`src/rtl/irqDistPkg.sv`:
```
package irqDistPkg;

  typedef enum logic [3:0] {
    SEL_NONE,
    SEL_CTRL,
    SEL_TYPE,
    SEL_EN,
    SEL_PEND,
    SEL_ACT,
    SEL_PRIO,
    SEL_TGT,
    SEL_CFG
  } regSel_e;

  // Decoded access passed from the decoder to the state datapath
  typedef struct packed {
    logic    wr;   // write this cycle
    logic    clr;  // clear view of a set/clear pair
    regSel_e sel;  // addressed region (SEL_NONE when out of range)
    logic [7:0] idx; // word index inside the region
  } regStrobe_t;

endpackage

```
`src/rtl/irqDistDecode.sv`:
```
module irqDistDecode
  import irqDistPkg::*;
#(
  parameter int NUM_LINES = 64
) (
  input  logic        wrEn,
  input  logic [11:0] addr,
  output regStrobe_t  strobe
);
  localparam int BIT_WORDS  = NUM_LINES / 32;
  localparam int BYTE_WORDS = NUM_LINES / 4;
  localparam int CFG_WORDS  = NUM_LINES / 16;

  always_comb begin
    strobe     = '0;
    strobe.wr  = wrEn;
    strobe.clr = addr[7];
    strobe.sel = SEL_NONE;
    if (addr[11:2] == 10'd0) begin
      strobe.sel = SEL_CTRL;
    end else if (addr[11:2] == 10'd1) begin
      strobe.sel = SEL_TYPE;
    end else if (addr[11:8] inside {4'h1, 4'h2, 4'h3}) begin
      if (32'(addr[6:2]) < BIT_WORDS) begin
        strobe.idx = {3'b0, addr[6:2]};
        case (addr[9:8])
          2'd1:    strobe.sel = SEL_EN;
          2'd2:    strobe.sel = SEL_PEND;
          default: strobe.sel = SEL_ACT;
        endcase
      end
    end else if (addr[11:10] == 2'b01 || addr[11:10] == 2'b10) begin
      if (32'(addr[9:2]) < BYTE_WORDS) begin
        strobe.idx = addr[9:2];
        strobe.sel = addr[11] ? SEL_TGT : SEL_PRIO;
      end
    end else if (addr[11:8] == 4'hC) begin
      if (32'(addr[7:2]) < CFG_WORDS) begin
        strobe.idx = {2'b0, addr[7:2]};
        strobe.sel = SEL_CFG;
      end
    end
  end
endmodule

```
`src/rtl/irqDistState.sv`:
```
module irqDistState
  import irqDistPkg::*;
#(
  parameter int NUM_LINES = 64,
  parameter int NUM_CPUS  = 4
) (
  input  logic                 clk,
  input  logic                 rstN,
  input  regStrobe_t           strobe,
  input  logic [31:0]          wrData,
  input  logic [3:0]           wrStrb,
  input  logic [NUM_LINES-1:0] lineIn,
  output logic [31:0]          rdData,
  output logic                 ctrlEn,
  output logic [NUM_LINES-1:0] enVec,
  output logic [NUM_LINES-1:0] pendVec,
  output logic [NUM_LINES-1:0] fwdIrq
);
  localparam int BIT_WORDS  = NUM_LINES / 32;
  localparam int BYTE_WORDS = NUM_LINES / 4;
  localparam int CFG_WORDS  = NUM_LINES / 16;
  localparam int FIRST_SHARED = 32;
  localparam logic [31:0] TYPE_WORD =
    {24'b0, 3'(NUM_CPUS - 1), 5'(BIT_WORDS - 1)};

  logic [NUM_LINES-1:0]      pendLatch, actVec, linePrev, edgeMask, riseVec;
  logic [NUM_LINES-1:0]      enNext, pendNext, actNext;
  logic [NUM_LINES-1:0][7:0] prio, tgt;
  logic [NUM_LINES-1:0][1:0] cfg;
  logic [31:0]               wm;

  assign wm = wrData & {{8{wrStrb[3]}}, {8{wrStrb[2]}}, {8{wrStrb[1]}}, {8{wrStrb[0]}}};

  always_comb begin
    for (int i = 0; i < NUM_LINES; i++) edgeMask[i] = cfg[i][1];
  end

  assign riseVec = lineIn & ~linePrev & edgeMask;
  assign pendVec = pendLatch | (lineIn & ~edgeMask);
  assign fwdIrq  = pendVec & enVec & {NUM_LINES{ctrlEn}};

  // Set/clear views of the one-bit state
  always_comb begin
    enNext   = enVec;
    pendNext = pendLatch | riseVec;
    actNext  = actVec;
    for (int i = 0; i < NUM_LINES; i++) begin
      if (strobe.wr && strobe.idx == 8'(i / 32)) begin
        if (strobe.sel == SEL_EN)
          enNext[i] = strobe.clr ? (enNext[i] & ~wm[i % 32]) : (enNext[i] | wm[i % 32]);
        if (strobe.sel == SEL_PEND)
          pendNext[i] = strobe.clr ? (pendNext[i] & ~wm[i % 32]) : (pendNext[i] | wm[i % 32]);
        if (strobe.sel == SEL_ACT)
          actNext[i] = strobe.clr ? (actNext[i] & ~wm[i % 32]) : (actNext[i] | wm[i % 32]);
      end
    end
  end

  always_ff @(posedge clk) begin
    if (!rstN) begin
      ctrlEn    <= 1'b0;
      enVec     <= '0;
      pendLatch <= '0;
      actVec    <= '0;
      linePrev  <= '0;
      prio      <= '0;
      tgt       <= '0;
      cfg       <= '0;
    end else begin
      linePrev  <= lineIn;
      enVec     <= enNext;
      pendLatch <= pendNext;
      actVec    <= actNext;
      if (strobe.wr && strobe.sel == SEL_CTRL && wrStrb[0]) ctrlEn <= wrData[0];
      for (int i = 0; i < NUM_LINES; i++) begin
        if (strobe.wr && strobe.idx == 8'(i / 4) && wrStrb[i % 4]) begin
          if (strobe.sel == SEL_PRIO) prio[i] <= wrData[8*(i%4) +: 8];
          if (strobe.sel == SEL_TGT && i >= FIRST_SHARED) tgt[i] <= wrData[8*(i%4) +: 8];
        end
        if (strobe.wr && strobe.sel == SEL_CFG && strobe.idx == 8'(i / 16) &&
            wrStrb[(i % 16) / 4])
          cfg[i] <= wrData[2*(i%16) +: 2];
      end
    end
  end

  always_comb begin
    rdData = '0;
    case (strobe.sel)
      SEL_CTRL: rdData = {31'b0, ctrlEn};
      SEL_TYPE: rdData = TYPE_WORD;
      SEL_EN, SEL_PEND, SEL_ACT: begin
        for (int w = 0; w < BIT_WORDS; w++) begin
          if (strobe.idx == 8'(w)) begin
            if (strobe.sel == SEL_EN)        rdData = enVec[w*32 +: 32];
            else if (strobe.sel == SEL_PEND) rdData = pendVec[w*32 +: 32];
            else                             rdData = actVec[w*32 +: 32];
          end
        end
      end
      SEL_PRIO, SEL_TGT: begin
        for (int w = 0; w < BYTE_WORDS; w++) begin
          if (strobe.idx == 8'(w))
            rdData = (strobe.sel == SEL_PRIO) ? prio[w*4 +: 4] : tgt[w*4 +: 4];
        end
      end
      SEL_CFG: begin
        for (int w = 0; w < CFG_WORDS; w++) begin
          if (strobe.idx == 8'(w)) rdData = cfg[w*16 +: 16];
        end
      end
      default: rdData = '0;
    endcase
  end
endmodule

```
`src/rtl/irqDistBank.sv`:
```
module irqDistBank
  import irqDistPkg::*;
#(
  parameter int NUM_LINES = 64,
  parameter int NUM_CPUS  = 4
) (
  input  logic                 clk,
  input  logic                 rstN,
  input  logic                 wrEn,
  input  logic [11:0]          addr,
  input  logic [31:0]          wrData,
  input  logic [3:0]           wrStrb,
  input  logic [NUM_LINES-1:0] lineIn,
  output logic [31:0]          rdData,
  output logic [NUM_LINES-1:0] fwdIrq
);
  regStrobe_t           strobe;
  logic                 ctrlEn;
  logic [NUM_LINES-1:0] enVec, pendVec;

  irqDistDecode #(.NUM_LINES(NUM_LINES)) i_decode (
    .wrEn   (wrEn),
    .addr   (addr),
    .strobe (strobe)
  );

  irqDistState #(.NUM_LINES(NUM_LINES), .NUM_CPUS(NUM_CPUS)) i_state (
    .clk     (clk),
    .rstN    (rstN),
    .strobe  (strobe),
    .wrData  (wrData),
    .wrStrb  (wrStrb),
    .lineIn  (lineIn),
    .rdData  (rdData),
    .ctrlEn  (ctrlEn),
    .enVec   (enVec),
    .pendVec (pendVec),
    .fwdIrq  (fwdIrq)
  );
endmodule

```
`config.mk`:
```
export PLATFORM = sky130hd
export DESIGN_NAME = irqDistBank
export DESIGN_NICKNAME = d
export VERILOG_FILES = /design/src/rtl/irqDistPkg.sv /design/src/rtl/irqDistDecode.sv /design/src/rtl/irqDistState.sv /design/src/rtl/irqDistBank.sv
export SDC_FILE = /design/constraint.sdc
export NUM_CORES = 2
export LEC_CHECK = 0
export CAP_MARGIN = 10
export CORE_ASPECT_RATIO = 1.4
export CORE_MARGIN = 2
export CORE_UTILIZATION = 53
export DETAILED_ROUTE_END_ITERATION = 12
export DONT_BUFFER_PORTS = 1
export PLACE_DENSITY = 0.66
export SLEW_MARGIN = 40
export SYNTH_ARGS = -nofsm -noshare
export SYNTH_HDL_FRONTEND = slang
export SYNTH_SLANG_ARGS = --single-unit
```
`constraint.sdc`:
```
create_clock -name clk -period 4 [get_ports clk]
set_clock_uncertainty 0.2 [all_clocks]
set_input_delay 0.4 -clock clk [delete_from_list [all_inputs] [get_ports clk]]
set_output_delay 0.4 -clock clk [all_outputs]
set_load 0.02 [all_outputs]
```
Word-level counts from Yosys, hierarchy flattened --
Index checks and enable logic that the tools add are counted.
Storage, ports and cells: input port bits 115, bits in registers 1153
Cells by class: multiplexer cells 375, reductions and logical operators 209, eq/ne operators 32, bitwise operators 426, order comparisons 3
Operators with widths (count):
- 2-to-1 mux 32 bit | 42
- 2-to-1 mux 1 bit | 321
- bitwise AND 64 bit | 5
- AND reduction 2 bit | 100
- bitwise AND 1 bit | 192
- OR 1 bit | 192
- one-hot mux 32 bit (5 select lines) | 1
- NOT 64 bit | 2
- OR 64 bit | 2
- logical AND 1 bit | 103
- 2-to-1 mux 12 bit | 6
- equality test 8 x 4 -> 1 bit (second input constant) | 8
- bitwise AND 32 bit | 1
- equality test 8 x 3 -> 1 bit (second input constant) | 4
- NOT 1 bit | 32
- equality test 4 x 2 -> 1 bit (second input constant) | 4
- equality test 4 x 3 -> 1 bit (second input constant) | 4
- equality test 8 x 2 -> 1 bit (second input constant) | 2
- 2-to-1 mux 8 bit | 2
- equality test 10 x 1 -> 1 bit (second input constant) | 1
- logical NOT 10 bit | 1
- equality test 4 x 1 -> 1 bit (second input constant) | 2
- equality test 4 bit (second input constant) | 2
- equality test 8 x 1 -> 1 bit (second input constant) | 1
- other kinds (12) | 15

Logic depth before layout (Yosys ltp) --
depth after elaboration 26, mapped depth 15, gate-level depth less buffers 10

By module --
A second synthesis with hierarchy kept.
Second synthesis, totals: cells, all modules 6983, area, all modules 55838.6 µm²
By module, submodules not included:
- irqDistState | area each 55578.3 µm², sequential area each 23082.1 µm², cells an instance 6947, instances 1
- irqDistDecode | area each 260.2 µm², sequential area each 0.0 µm², cells an instance 36, instances 1

Least setup slack after synthesis --
Ideal clock, no wire load.
kind input to output, from in addr[10], to out rdData[22], data required time 3.400 ns, data arrival time 3.067 ns, slack 0.333 ns, stages 11, cell sequence inv_1 ha_1 clkbuf_1 o211ai_2 a21oi_4 buf_1 mux2_2 a211oi_1 o21ai_0 a2111oi_0 o21ai_1
On the way: cells in the longest elaborated chain, start to end 25, elaborated cells between the ends (all ways) 86
RTL lines:
- start: declaration | line irqDistBank.sv:10 | input logic [11:0] addr,
- equality test 4 bit, or another cell as far along | line irqDistDecode.sv:37 | end else if (addr[11:8] == 4'hC) begin
- 2-to-1 mux 12 bit or logical OR 1 bit (tied branches) | line irqDistDecode.sv:37, irqDistDecode.sv:32
- 2-to-1 mux 12 bit | line irqDistDecode.sv:32 | end else if (addr[11:10] == 2'b01 || addr[11:10] == 2'b10) begin
- 2-to-1 mux 12 bit | line irqDistDecode.sv:23 | end else if (addr[11:8] inside {4'h1, 4'h2, 4'h3}) begin
- 2-to-1 mux 4 bit | line irqDistDecode.sv:21 | end else if (addr[11:2] == 10'd1) begin
- 2-to-1 mux 4 bit | line irqDistDecode.sv:19 | if (addr[11:2] == 10'd0) begin
- equality test 4 x 3 -> 1 bit | line irqDistState.sv:89, irqDistState.sv:104
- 2-to-1 mux 32 bit | line irqDistState.sv:104 | rdData = (strobe.sel == SEL_PRIO) ? prio[w*4 +: 4] : tgt[w*4 +: 4];
- 2-to-1 mux 32 bit (16 in series) | line irqDistState.sv:103 | if (strobe.idx == 8'(w))
- one-hot mux 32 bit (5 select lines) * | line irqDistState.sv:89 | case (strobe.sel)
- end: declaration | line irqDistBank.sv:14 | output logic [31:0] rdData,
Every way passes the cells marked *; elsewhere a longest branch is shown, timed or not.

Worst setup path after layout --
from in addr[7], to out rdData[21]
On the way: cells in the longest elaborated chain, start to end 26, elaborated cells between the ends (all ways) 82
RTL lines:
- less-than comparator 6 x 3 -> 1 bit | line irqDistDecode.sv:38 | if (32'(addr[7:2]) < CFG_WORDS) begin
- 2-to-1 mux 12 bit | line irqDistDecode.sv:38
- 2-to-1 mux 12 bit | line irqDistDecode.sv:37
- 2-to-1 mux 12 bit | line irqDistDecode.sv:32
- 2-to-1 mux 12 bit | line irqDistDecode.sv:23
- 2-to-1 mux 4 bit | line irqDistDecode.sv:21
- 2-to-1 mux 4 bit | line irqDistDecode.sv:19
- equality test 4 x 3 -> 1 bit | line irqDistState.sv:89, irqDistState.sv:104
- 2-to-1 mux 32 bit | line irqDistState.sv:104
- 2-to-1 mux 32 bit (16 in series) | line irqDistState.sv:103
- one-hot mux 32 bit (5 select lines) * | line irqDistState.sv:89
Marked as above.

==> impl_metrics.ini <==
[pwr]
p_int_mw = 18.1
p_sw_share_pct = 23.2
peakVddDrop_v = 0.000326
seq_power_share_pct = 48.9
p_comb_share_pct = 4.9
leakage_nw = 28.9
power.density_nw_per_um2 = 320
p_sw_mw = 5.46
pwr-share-clk_pct = 46.2
total_power_mw = 23.6

[timing]
rsz0062_at_grt = true
timing.final.crit_share_pct = 101
worstMarginPinSlew_ps = 2270
post-route-min-period_ps = 4060
max_slew_margin_pct = -51.4
timing.fmax_mhz = 246
setup_viol = 6
timing.final.ws_setup_ps = -57.0
final_hold_viol_count = 0
whs_ps = 28.3
fin_tns_setup_ps = -202
maxSlewViolCount = 697

[clock_tree]
cts_buffers = 112
cts_tree = yes
htreeDepth = 3
cts.sinks = 1153
clk_latency_ps = 750
cts_root_buffer = clkbuf_16
clockBufferDepth = 3
path_clk_slew_ps = 60

[synthesis]
yosysWarnings = 0
syn-num-nets = 6998
synth.area.top_cells = dfxtp_1 42%, nand2_1 11%, a21boi_0 9.9%, mux2i_1 6.5%, o21ai_0 4.2%
synth-edff-count = 0
synthArstFlopShare_pct = 0
syn_inst = 6881
synth_largest_area_cell = dfxtp_1
synth-main-ff-cell = dfxtp_1
syn_area_um2 = 55400
ys_ff_latch = 1153
synth_top_cell_area_share_pct = 41.7
yosys.cell_types.count = 73
ys_seq_area_share_pct = 41.7
syn_area_per_cell_um2 = 8.05

[worst_setup_path]
cp-startpoint = addr[7]
r2r-end = i_state.pendLatch[47]
critical_path_class = in -> out
r2r_setup_slack_ps = 1730
r2r_cells = 6
rr_startpoint = i_state.cfg[95]
cp_max_fo = 14
critPathLaunchType = input pin
cp-end-kind = output port
crit_required_ps = 3400
critical_path_arrival_ps = 3460

[cells_and_area]
final_cell_mix = 1600 x nand2_1, 1152 x dfxtp_1, 1036 x dlygate4sd3_1
layout_commonest_cell = nand2_1
final_net_count = 7955
final_cell_area_um2 = 73800
syn2layout_area_growth_pct = 33.1
final_core_util_pct = 71.0
final_cells = 9290
drive_above_1_share_pct = 9.59

[routing]
dr_total_vias = 57428
routed_via_density = 6.18
antenna_left = 0
wire_per_inst_um = 23.9
drc = 0
drtIter0Drc = 6334
wirelength_um = 222000
drtPass1Iterations = 6

[floorplanning]
core_um2 = 104000
die_w_um = 277
start_util_pct = 53.3
die-height_um = 387
pin_count = 211
num_rows = 140
die_area_um2 = 107000

[global_route]
antenna_found_initial = 9
grt_pass1_vias = 56358
grt_util_all_layers_pct = 39.4
grt_start_max_net_pins = 880
grt_pass1_wl_um = 332000
grt_overflow = 0

[placement]
placed_area_um2 = 58100
io_buffers = 0
pre_cts_ws_ps = -249
globalplace.congestion = 0.939
place_inst = 7972
hpwl_um = 129000

[min_path]
hp-class = in -> reg
holdPathStages = 3
min-delay-start = addr[7]

[status]
violations = max-slew violations, negative setup slack
outcome = finished with violations

[run]
cap_violations = 0
-- how the worst max path moves through the flow --
stage                             to  slack, ps
final                     rdData[21]        -60
after detailed placement   rdData[0]       -250
after CTS                 rdData[31]          2
after floorplan           rdData[22]        330
after global routing      rdData[27]       -120
after global placement    rdData[15]       -250
-- metal layers --
layer	share of wire, %	wire [um]	track usage (%)
met3	10	22300	8.64
met1	37	82100	46.9
met4	7.6	16900	27.2
met2	45	101000	63.2
met5	0.018	41	0
-- timing repair --
action	CTS	global route
cloned	0	5
hold endpoints to repair	1153	2
setup endpoints to repair	19	61
pin swaps	6	27
gates resized for setup	20	99
buffers inserted	4	16
hold buffers	1073	1
-- power by group through the flow --
stage / Clock, mW / Sequential, mW / Combinational [mW]
6_report: 10.9 / 11.5 / 1.16
3_3_place_gp: 0 / 11.8 / 0.493
4_1_cts: 10.9 / 11.5 / 1.06
3_5_place_dp: 0 / 11.8 / 0.495
5_1_grt: 11.4 / 11.5 / 1.15
2_1_floorplan: 0 / 11.8 / 0.612
-- synthesized netlist by cell type (21+ instances only) --
| library cell | number |
|---|---|
| buf_2 | 61 |
| a31oi_1 | 76 |
| mux2_2 | 34 |
| nand3_1 | 178 |
| o21ai_0 | 469 |
| a221o_1 | 29 |
| a2111oi_0 | 27 |
| mux2i_1 | 360 |
| nor3_1 | 35 |
| o211ai_1 | 69 |
| a211oi_1 | 79 |
| or3_1 | 66 |
| a221oi_1 | 33 |
| o211a_1 | 124 |
| a21oi_1 | 245 |
| and2_1 | 68 |
| nor2b_1 | 203 |
| a311oi_1 | 46 |
| a21boi_1 | 28 |
| o22ai_1 | 30 |
| a21boi_0 | 733 |
| nand2_1 | 1603 |
| dfxtp_1 | 1153 |
| a22oi_1 | 33 |
| inv_1 | 101 |
| nor2_1 | 288 |
| buf_1 | 22 |
| o21ai_1 | 31 |
| and3_1 | 21 |
| clkbuf_1 | 478 |
| a32oi_1 | 21 |
-- final cells by class --
cell class | instances | area, um2
Antenna cell | 7 | 17.5
Clock buffer | 168 | 3360
Clock inverter | 42 | 363
Fill cell | 7972 | 30100
Inverter | 101 | 379
Multi-Input combinational cell | 5050 | 30200
Sequential cell | 1153 | 23100
Tap cell | 1349 | 1690
Timing Repair Buffer | 1420 | 14600
-- cells by family after synthesis --
family / share of synthesized area (%)
AOI/OAI and AO/OA: 26.2
muxes: 7.30
DFF: 41.7
adders and majority gates: 0.0452
buffers and inverters: 4.88
and+or+nand+nor: 19.9
-- critical path: stages --
cell      delay [ps]
or4_4            550
a211oi_2         290
buf_4            180
o211ai_4         150
buf_12           200
nor2_4           100
buf_12           200
buf_4            260
nand2_1           90
a32oi_1          330
o211ai_1         130
o21ai_1          330
buf_4            210
Note: power is estimated with default switching activity, not from simulation.
